`src/rtl/pio_timing_pkg.sv`:
```
package pio_timing_pkg;

  localparam int NUM_DRIVES = 2;

  // channel timing word field positions
  localparam int TF_FAST    = 0;   // [1:0]  fast enable per drive
  localparam int TF_RDY     = 2;   // [3:2]  ready-sample enable per drive
  localparam int TF_DMAONLY = 4;   // [5:4]  fast timing for DMA only
  localparam int TF_REC     = 6;   // [7:6]  recovery code
  localparam int TF_SMP     = 8;   // [9:8]  active/sample code
  localparam int TF_ALT     = 10;  // alternative drive-1 word select
  localparam int TF_ON      = 11;  // channel enable

  typedef enum logic [1:0] {ST_IDLE, ST_SETUP, ST_STROBE, ST_RECOV} pio_state_e;

  // complemented codes to clock counts
  function automatic logic [2:0] sample_clks(input logic [1:0] code);
    return 3'd5 - {1'b0, code};
  endfunction

  function automatic logic [2:0] recov_clks(input logic [1:0] code);
    return 3'd4 - {1'b0, code};
  endfunction

endpackage

```
`src/rtl/pio_timing_select.sv`:
```
module pio_timing_select
  import pio_timing_pkg::*;
#(
  parameter int CW           = 3,
  parameter int FAST_SETUP   = 1,
  parameter int COMPAT_SETUP = 2,
  parameter int COMPAT_ACT   = 6,
  parameter int COMPAT_REC   = 5
) (
  input  logic [15:0]   chan_timing,
  input  logic [3:0]    slave_timing,
  input  logic          drive_sel,
  output logic [CW-1:0] setup_clks,
  output logic [CW-1:0] act_clks,
  output logic [CW-1:0] rec_clks,
  output logic          rdy_chk,
  output logic          chan_on
);

  logic [NUM_DRIVES-1:0] fast_v, rdy_v, dma_v;

  for (genvar d = 0; d < NUM_DRIVES; d++) begin : g_drive
    assign fast_v[d] = chan_timing[TF_FAST + d];
    assign rdy_v[d]  = chan_timing[TF_RDY + d];
    assign dma_v[d]  = chan_timing[TF_DMAONLY + d];
  end

  logic       use_alt, use_fast;
  logic [1:0] smp_code, rec_code;
  logic       unused_rsvd;

  assign unused_rsvd = ^chan_timing[15:12];
  assign use_alt  = drive_sel & chan_timing[TF_ALT];
  assign use_fast = fast_v[drive_sel] & ~dma_v[drive_sel];
  assign smp_code = use_alt ? slave_timing[3:2] : chan_timing[TF_SMP +: 2];
  assign rec_code = use_alt ? slave_timing[1:0] : chan_timing[TF_REC +: 2];
  assign rdy_chk  = rdy_v[drive_sel];
  assign chan_on  = chan_timing[TF_ON];

  always_comb begin
    if (use_fast) begin
      setup_clks = CW'(FAST_SETUP);
      act_clks   = CW'(sample_clks(smp_code));
      rec_clks   = CW'(recov_clks(rec_code));
    end else begin
      setup_clks = CW'(COMPAT_SETUP);
      act_clks   = CW'(COMPAT_ACT);
      rec_clks   = CW'(COMPAT_REC);
    end
  end

endmodule

```
`src/rtl/pio_cycle_fsm.sv`:
```
module pio_cycle_fsm
  import pio_timing_pkg::*;
#(
  parameter int CW = 3
) (
  input  logic          clk,
  input  logic          rst_n,
  input  logic          req,
  input  logic          chan_on,
  input  logic          wr_in,
  input  logic          iordy,
  input  logic [CW-1:0] setup_clks,
  input  logic [CW-1:0] act_clks,
  input  logic [CW-1:0] rec_clks,
  input  logic          rdy_chk,
  output logic          rd_stb,
  output logic          wr_stb,
  output logic          busy,
  output logic          done
);

  pio_state_e    state;
  logic [CW-1:0] cnt, act_q, rec_q;
  logic          rdy_q, wr_q, done_q;

  // named events
  logic accept, cnt_zero, rdy_stall, strobe_end, recov_end;
  assign accept     = (state == ST_IDLE) && req && chan_on;
  assign cnt_zero   = (cnt == '0);
  assign rdy_stall  = (state == ST_STROBE) && cnt_zero && rdy_q && !iordy;
  assign strobe_end = (state == ST_STROBE) && cnt_zero && !rdy_stall;
  assign recov_end  = (state == ST_RECOV) && cnt_zero;

  always_ff @(posedge clk or negedge rst_n) begin
    if (!rst_n) begin
      state  <= ST_IDLE;
      cnt    <= '0;
      act_q  <= '0;
      rec_q  <= '0;
      rdy_q  <= 1'b0;
      wr_q   <= 1'b0;
      done_q <= 1'b0;
    end else begin
      done_q <= recov_end;
      case (state)
        ST_IDLE: if (accept) begin
          state <= ST_SETUP;
          cnt   <= setup_clks - CW'(1);
          act_q <= act_clks;
          rec_q <= rec_clks;
          rdy_q <= rdy_chk;
          wr_q  <= wr_in;
        end
        ST_SETUP: if (cnt_zero) begin
          state <= ST_STROBE;
          cnt   <= act_q - CW'(1);
        end else cnt <= cnt - CW'(1);
        ST_STROBE: if (strobe_end) begin
          state <= ST_RECOV;
          cnt   <= rec_q - CW'(1);
        end else if (!cnt_zero) cnt <= cnt - CW'(1);
        ST_RECOV: if (recov_end) state <= ST_IDLE;
                  else cnt <= cnt - CW'(1);
        default: state <= ST_IDLE;
      endcase
    end
  end

  assign busy   = (state != ST_IDLE);
  assign rd_stb = (state == ST_STROBE) && !wr_q;
  assign wr_stb = (state == ST_STROBE) && wr_q;
  assign done   = done_q;

  assert_rdy_hold_R6: assert property (@(posedge clk) disable iff (!rst_n)
    rdy_stall |=> (state == ST_STROBE));

  assert_no_rdy_wait_R5: assert property (@(posedge clk) disable iff (!rst_n)
    ((state == ST_STROBE) && cnt_zero && !rdy_q) |=> (state == ST_RECOV));

  assert_done_single_R10: assert property (@(posedge clk) disable iff (!rst_n)
    done |=> !done);

  assert_done_follows_recovery_R10: assert property (@(posedge clk) disable iff (!rst_n)
    done |-> ($past(state == ST_RECOV) && !busy));

  assert_start_needs_enable_R9: assert property (@(posedge clk) disable iff (!rst_n)
    $rose(busy) |-> $past(req && chan_on));

  assert_setup_first_R11: assert property (@(posedge clk) disable iff (!rst_n)
    $rose(rd_stb || wr_stb) |-> $past(busy));

  assert_settings_held_R12: assert property (@(posedge clk) disable iff (!rst_n)
    (busy && $past(busy)) |-> ($stable(act_q) && $stable(rec_q)));

endmodule

```
`src/rtl/pio_strobe_timer.sv`:
```
module pio_strobe_timer #(
  parameter int FAST_SETUP   = 1,
  parameter int COMPAT_SETUP = 2,
  parameter int COMPAT_ACT   = 6,
  parameter int COMPAT_REC   = 5
) (
  input  logic        clk,
  input  logic        rst_n,
  input  logic [15:0] chan_timing,
  input  logic [3:0]  slave_timing,
  input  logic        req,
  input  logic        drive_sel,
  input  logic        wr_req,
  input  logic        iordy,
  output logic        rd_stb,
  output logic        wr_stb,
  output logic        busy,
  output logic        done
);

  localparam int MAX_A  = (COMPAT_ACT > 5) ? COMPAT_ACT : 5;
  localparam int MAX_B  = (COMPAT_REC > COMPAT_SETUP) ? COMPAT_REC : COMPAT_SETUP;
  localparam int MAX_C  = (MAX_B > FAST_SETUP) ? MAX_B : FAST_SETUP;
  localparam int MAX_ALL = (MAX_A > MAX_C) ? MAX_A : MAX_C;
  localparam int CW     = $clog2(MAX_ALL + 1);

  logic [CW-1:0] setup_clks, act_clks, rec_clks;
  logic          rdy_chk, chan_on;

  pio_timing_select #(
    .CW(CW), .FAST_SETUP(FAST_SETUP), .COMPAT_SETUP(COMPAT_SETUP),
    .COMPAT_ACT(COMPAT_ACT), .COMPAT_REC(COMPAT_REC)
  ) u_sel (
    .chan_timing (chan_timing),
    .slave_timing(slave_timing),
    .drive_sel   (drive_sel),
    .setup_clks  (setup_clks),
    .act_clks    (act_clks),
    .rec_clks    (rec_clks),
    .rdy_chk     (rdy_chk),
    .chan_on     (chan_on)
  );

  pio_cycle_fsm #(.CW(CW)) u_fsm (
    .clk       (clk),
    .rst_n     (rst_n),
    .req       (req),
    .chan_on   (chan_on),
    .wr_in     (wr_req),
    .iordy     (iordy),
    .setup_clks(setup_clks),
    .act_clks  (act_clks),
    .rec_clks  (rec_clks),
    .rdy_chk   (rdy_chk),
    .rd_stb    (rd_stb),
    .wr_stb    (wr_stb),
    .busy      (busy),
    .done      (done)
  );

endmodule

```
`config.mk`:
```
export PLATFORM = sky130hd
export DESIGN_NAME = pio_strobe_timer
export DESIGN_NICKNAME = d
export VERILOG_FILES = /design/src/rtl/pio_timing_pkg.sv /design/src/rtl/pio_timing_select.sv /design/src/rtl/pio_cycle_fsm.sv /design/src/rtl/pio_strobe_timer.sv
export SDC_FILE = /design/constraint.sdc
export NUM_CORES = 1
export LEC_CHECK = 0
export BUFFER_PORTS_ARGS = -buffer_cell sky130_fd_sc_hd__clkbuf_2
export CAP_MARGIN = 15
export CORE_UTILIZATION = 49
export DETAILED_ROUTE_END_ITERATION = 8
export GPL_TIMING_DRIVEN = 0
export PLACE_DENSITY_LB_ADDON = 0.1
export SLEW_MARGIN = 25
export SYNTH_ARGS = -nofsm -noshare
export SYNTH_HDL_FRONTEND = slang
export SYNTH_SLANG_ARGS = --single-unit
```
`constraint.sdc`:
```
create_clock -name clk -period 2.7 [get_ports clk]
set_clock_uncertainty 0.15 [all_clocks]
set_input_delay 0.54 -clock clk [delete_from_list [all_inputs] [get_ports clk]]
set_output_delay 0.54 -clock clk [all_outputs]
set_load 0.005 [all_outputs]
```
==> flow_metrics.env <==
export IMPL_cp_end_kind="output port"
export IMPL_ys_warn_count=0
export IMPL_clk_latency_ps=290
export IMPL_core_area_um2=1750
export IMPL_power_leakage_nw=0.586
export IMPL_final_period_utilization_pct=75.9
export IMPL_crit_type="reg2out"
export IMPL_slew_headroom_pct=64.0
export IMPL_die_height_um=45.5
export IMPL_rsz0062_at_grt="no"
export IMPL_grt_max_degree=15
export IMPL_dieArea_um2=2070
export IMPL_setup_viol=0
export IMPL_ys_ff_latch=14
export IMPL_synth_top_area_cell="dfrtp_1"
export IMPL_synth_seq_area_share_pct=37.8
export IMPL_status="finished with violations"
export IMPL_io_pins=30
export IMPL_finalWirelength_um=1800
export IMPL_die_x_um=45.5
export IMPL_n_antenna_cell=0
export IMPL_violations="hold timing"
export IMPL_grt_pass1_vias=799
export IMPL_drc=0
export IMPL_maxCapViolCount=0
export IMPL_drv_slew=0
export IMPL_placed_area_um2=1080
export IMPL_period_needed_ps=2050
export IMPL_rows=15
export IMPL_cts_made_buffers=3
export IMPL_cts_sinks=14
export IMPL_grt_pass1_wl_um=3240
export IMPL_drt_iter0_markers=9
export IMPL_p_per_area_nw_per_um2=1060
export IMPL_start_util_pct=53.0
export IMPL_gr_total_overflow=0
export IMPL_syn2layout_area_growth_pct=20.8
export IMPL_post_cts_buffers=0
export IMPL_cts_tree="yes"
export IMPL_fmax_ghz=0.488
export IMPL_post_route_util_pct=64.1
export IMPL_setup_tns_final_ps=0
export IMPL_ys_types=29
export IMPL_drive_gt1_share_pct=25.2
export IMPL_hold_class="in2async"
export IMPL_cp_data_arrival_time_ps=1360
export IMPL_antenna_found_initial=0
export IMPL_clk_path_buf_depth=2
export IMPL_synthDominantCellAreaShare_pct=37.8
export IMPL_dp_slack_ps=689
export IMPL_worstReg2RegStart="u_fsm.cnt[0]"
export IMPL_worst_slew_pin_slew_ps=540
export IMPL_drt_antenna_violating_nets=0
export IMPL_multi_input_area_um2=519
export IMPL_wire_per_inst_um=11.8
export IMPL_post_cts_resized=0
export IMPL_hpwl_um=1430
export IMPL_synthCells=98
export IMPL_cts_hold_fix_buffers=0
export IMPL_peakVddDrop_v=0.000561
export IMPL_synth_area_leaders="dfrtp_1 38%, ha_1 14%, mux2i_1 6.5%"
export IMPL_drtPass1Iterations=4
export IMPL_grt_usage_pct=22.0
export IMPL_start_kind="flop"
export IMPL_via_per_inst=5.22
export IMPL_place_congestion=0.842
export IMPL_path_max_fanout=6
export IMPL_postLayoutSetupSlackWorst_ps=651
export IMPL_synth_nets=134
export IMPL_nFillCells=151
export IMPL_hold_viol=8
export IMPL_port_buffers=25
export IMPL_cts_htree_levels=1
export IMPL_stdcell_area_um2=1120
export IMPL_root_buffer="clkbuf_4"
export IMPL_avgSynthCellArea_um2=9.45
export IMPL_seqCellArea_um2=350
export IMPL_cp_required_ps=2010
export IMPL_clk_pin_slew_worst_paths_ps=100
export IMPL_vias=793
export IMPL_nets=164
export IMPL_startpoint="u_fsm.state[0]"
export IMPL_holdWs_ps=-11.7
export IMPL_netlist_area_um2=926
==> metrics by stage <==
stage | total power [mW] | instances
after floorplan | 0.872 | 98
after global placement | 1.00 | 148
after detailed placement | 1.04 | 148
after CTS | 1.19 | 152
after global routing | 1.32 | 152
final | 1.19 | 152
==> area by class of cell <==
cell class / count / area share, %
flip-flops and latches: 14 / 31.3
well taps: 25 / 2.80
multi-input cells: 71 / 46.4
clock buffers: 4 / 3.24
inverters: 11 / 3.69
repair buffers: 25 / 11.2
plain buffers: 2 / 1.34
==> cell families (layout without fill, tap and decap cells) <==
logic type	Yosys count	count (layout)	share of synthesized area, %
and+or+nand+nor	33	33	17.2
xor gates and xnor gates	2	2	1.89
buffers and inverters	13	42	6.08
muxes	7	7	7.70
DFF	14	14	37.8
AOI/OAI and AO/OA	19	19	15.8
adders and majority gates	10	10	13.5
==> state kept, by name (all words and copies together) (netlist names) <==
name and flops:
u_fsm.rec_q 3, u_fsm.state 2, u_fsm.done 1, u_fsm.cnt 3, u_fsm.wr_q 1, u_fsm.rdy_q 1
u_fsm.act_q 3
==> Yosys cell counts <==
cell type / count
xnor2_1: 1
a221o_1: 1
ha_1: 10
a22o_1: 3
dfrtp_1: 14
and2_4: 1
a21oi_1: 2
o21ai_0: 1
buf_6: 1
o221ai_1: 3
clkbuf_1: 1
o32ai_2: 1
nand2b_1: 2
mux2_1: 1
and2_1: 2
xor2_1: 1
nand2_1: 9
o32ai_1: 1
nand3b_1: 1
a22oi_1: 1
mux2i_1: 6
nor2b_1: 3
nor3b_1: 1
a31oi_1: 3
o21bai_1: 1
inv_1: 11
nor2_1: 10
o21ai_1: 2
nand3_1: 4
==> cells in the final DEF, fill, tap and decap left out, types with 4 or more instances in the layout <==
master / n
mux2i_1: 6
nand3_1: 4
dfrtp_1: 14
ha_1: 10
nor2_1: 10
inv_1: 11
nand2_1: 9
clkbuf_2: 25
==> per-layer routing <==
metal  up-vias  GRT usage, %  share of wire (%)
met5         -             0                  0
met4         0          9.09               0.78
met3         2          5.95                4.6
met2        26          36.9                 50
met1       365          26.3                 44
li1        400             -                  -
==> worst max-delay path: stages, from the launching register on <==
cell	delay, ps
dfrtp_1	410
inv_1	120
ha_1	280
nor2b_1	150
clkbuf_2	120
==> report_power, final <==
part / switching, mW / leakage [nW] / internal [mW]
sequential: 0.0619 / 0.166 / 0.311
combinational: 0.336 / 0.399 / 0.321
clock: 0.0763 / 0.0210 / 0.0820
==> final timing paths <==
| kind | cells after the start | endpoint | slack [ps] |
|---|---|---|---|
| worst max-delay path | 4 | rd_stb | 650 |
| worst min-delay path | 1 | u_fsm.done | -10 |
| worst max register to register | 8 | u_fsm.cnt[2] | 660 |
| worst min register to register | 2 | u_fsm.wr_q | 350 |
| max in group asynchronous | 1 | u_fsm.act_q[1] | 2140 |
| min in group clk | 3 | u_fsm.wr_q | 300 |
(Power assumes the default switching activity.)
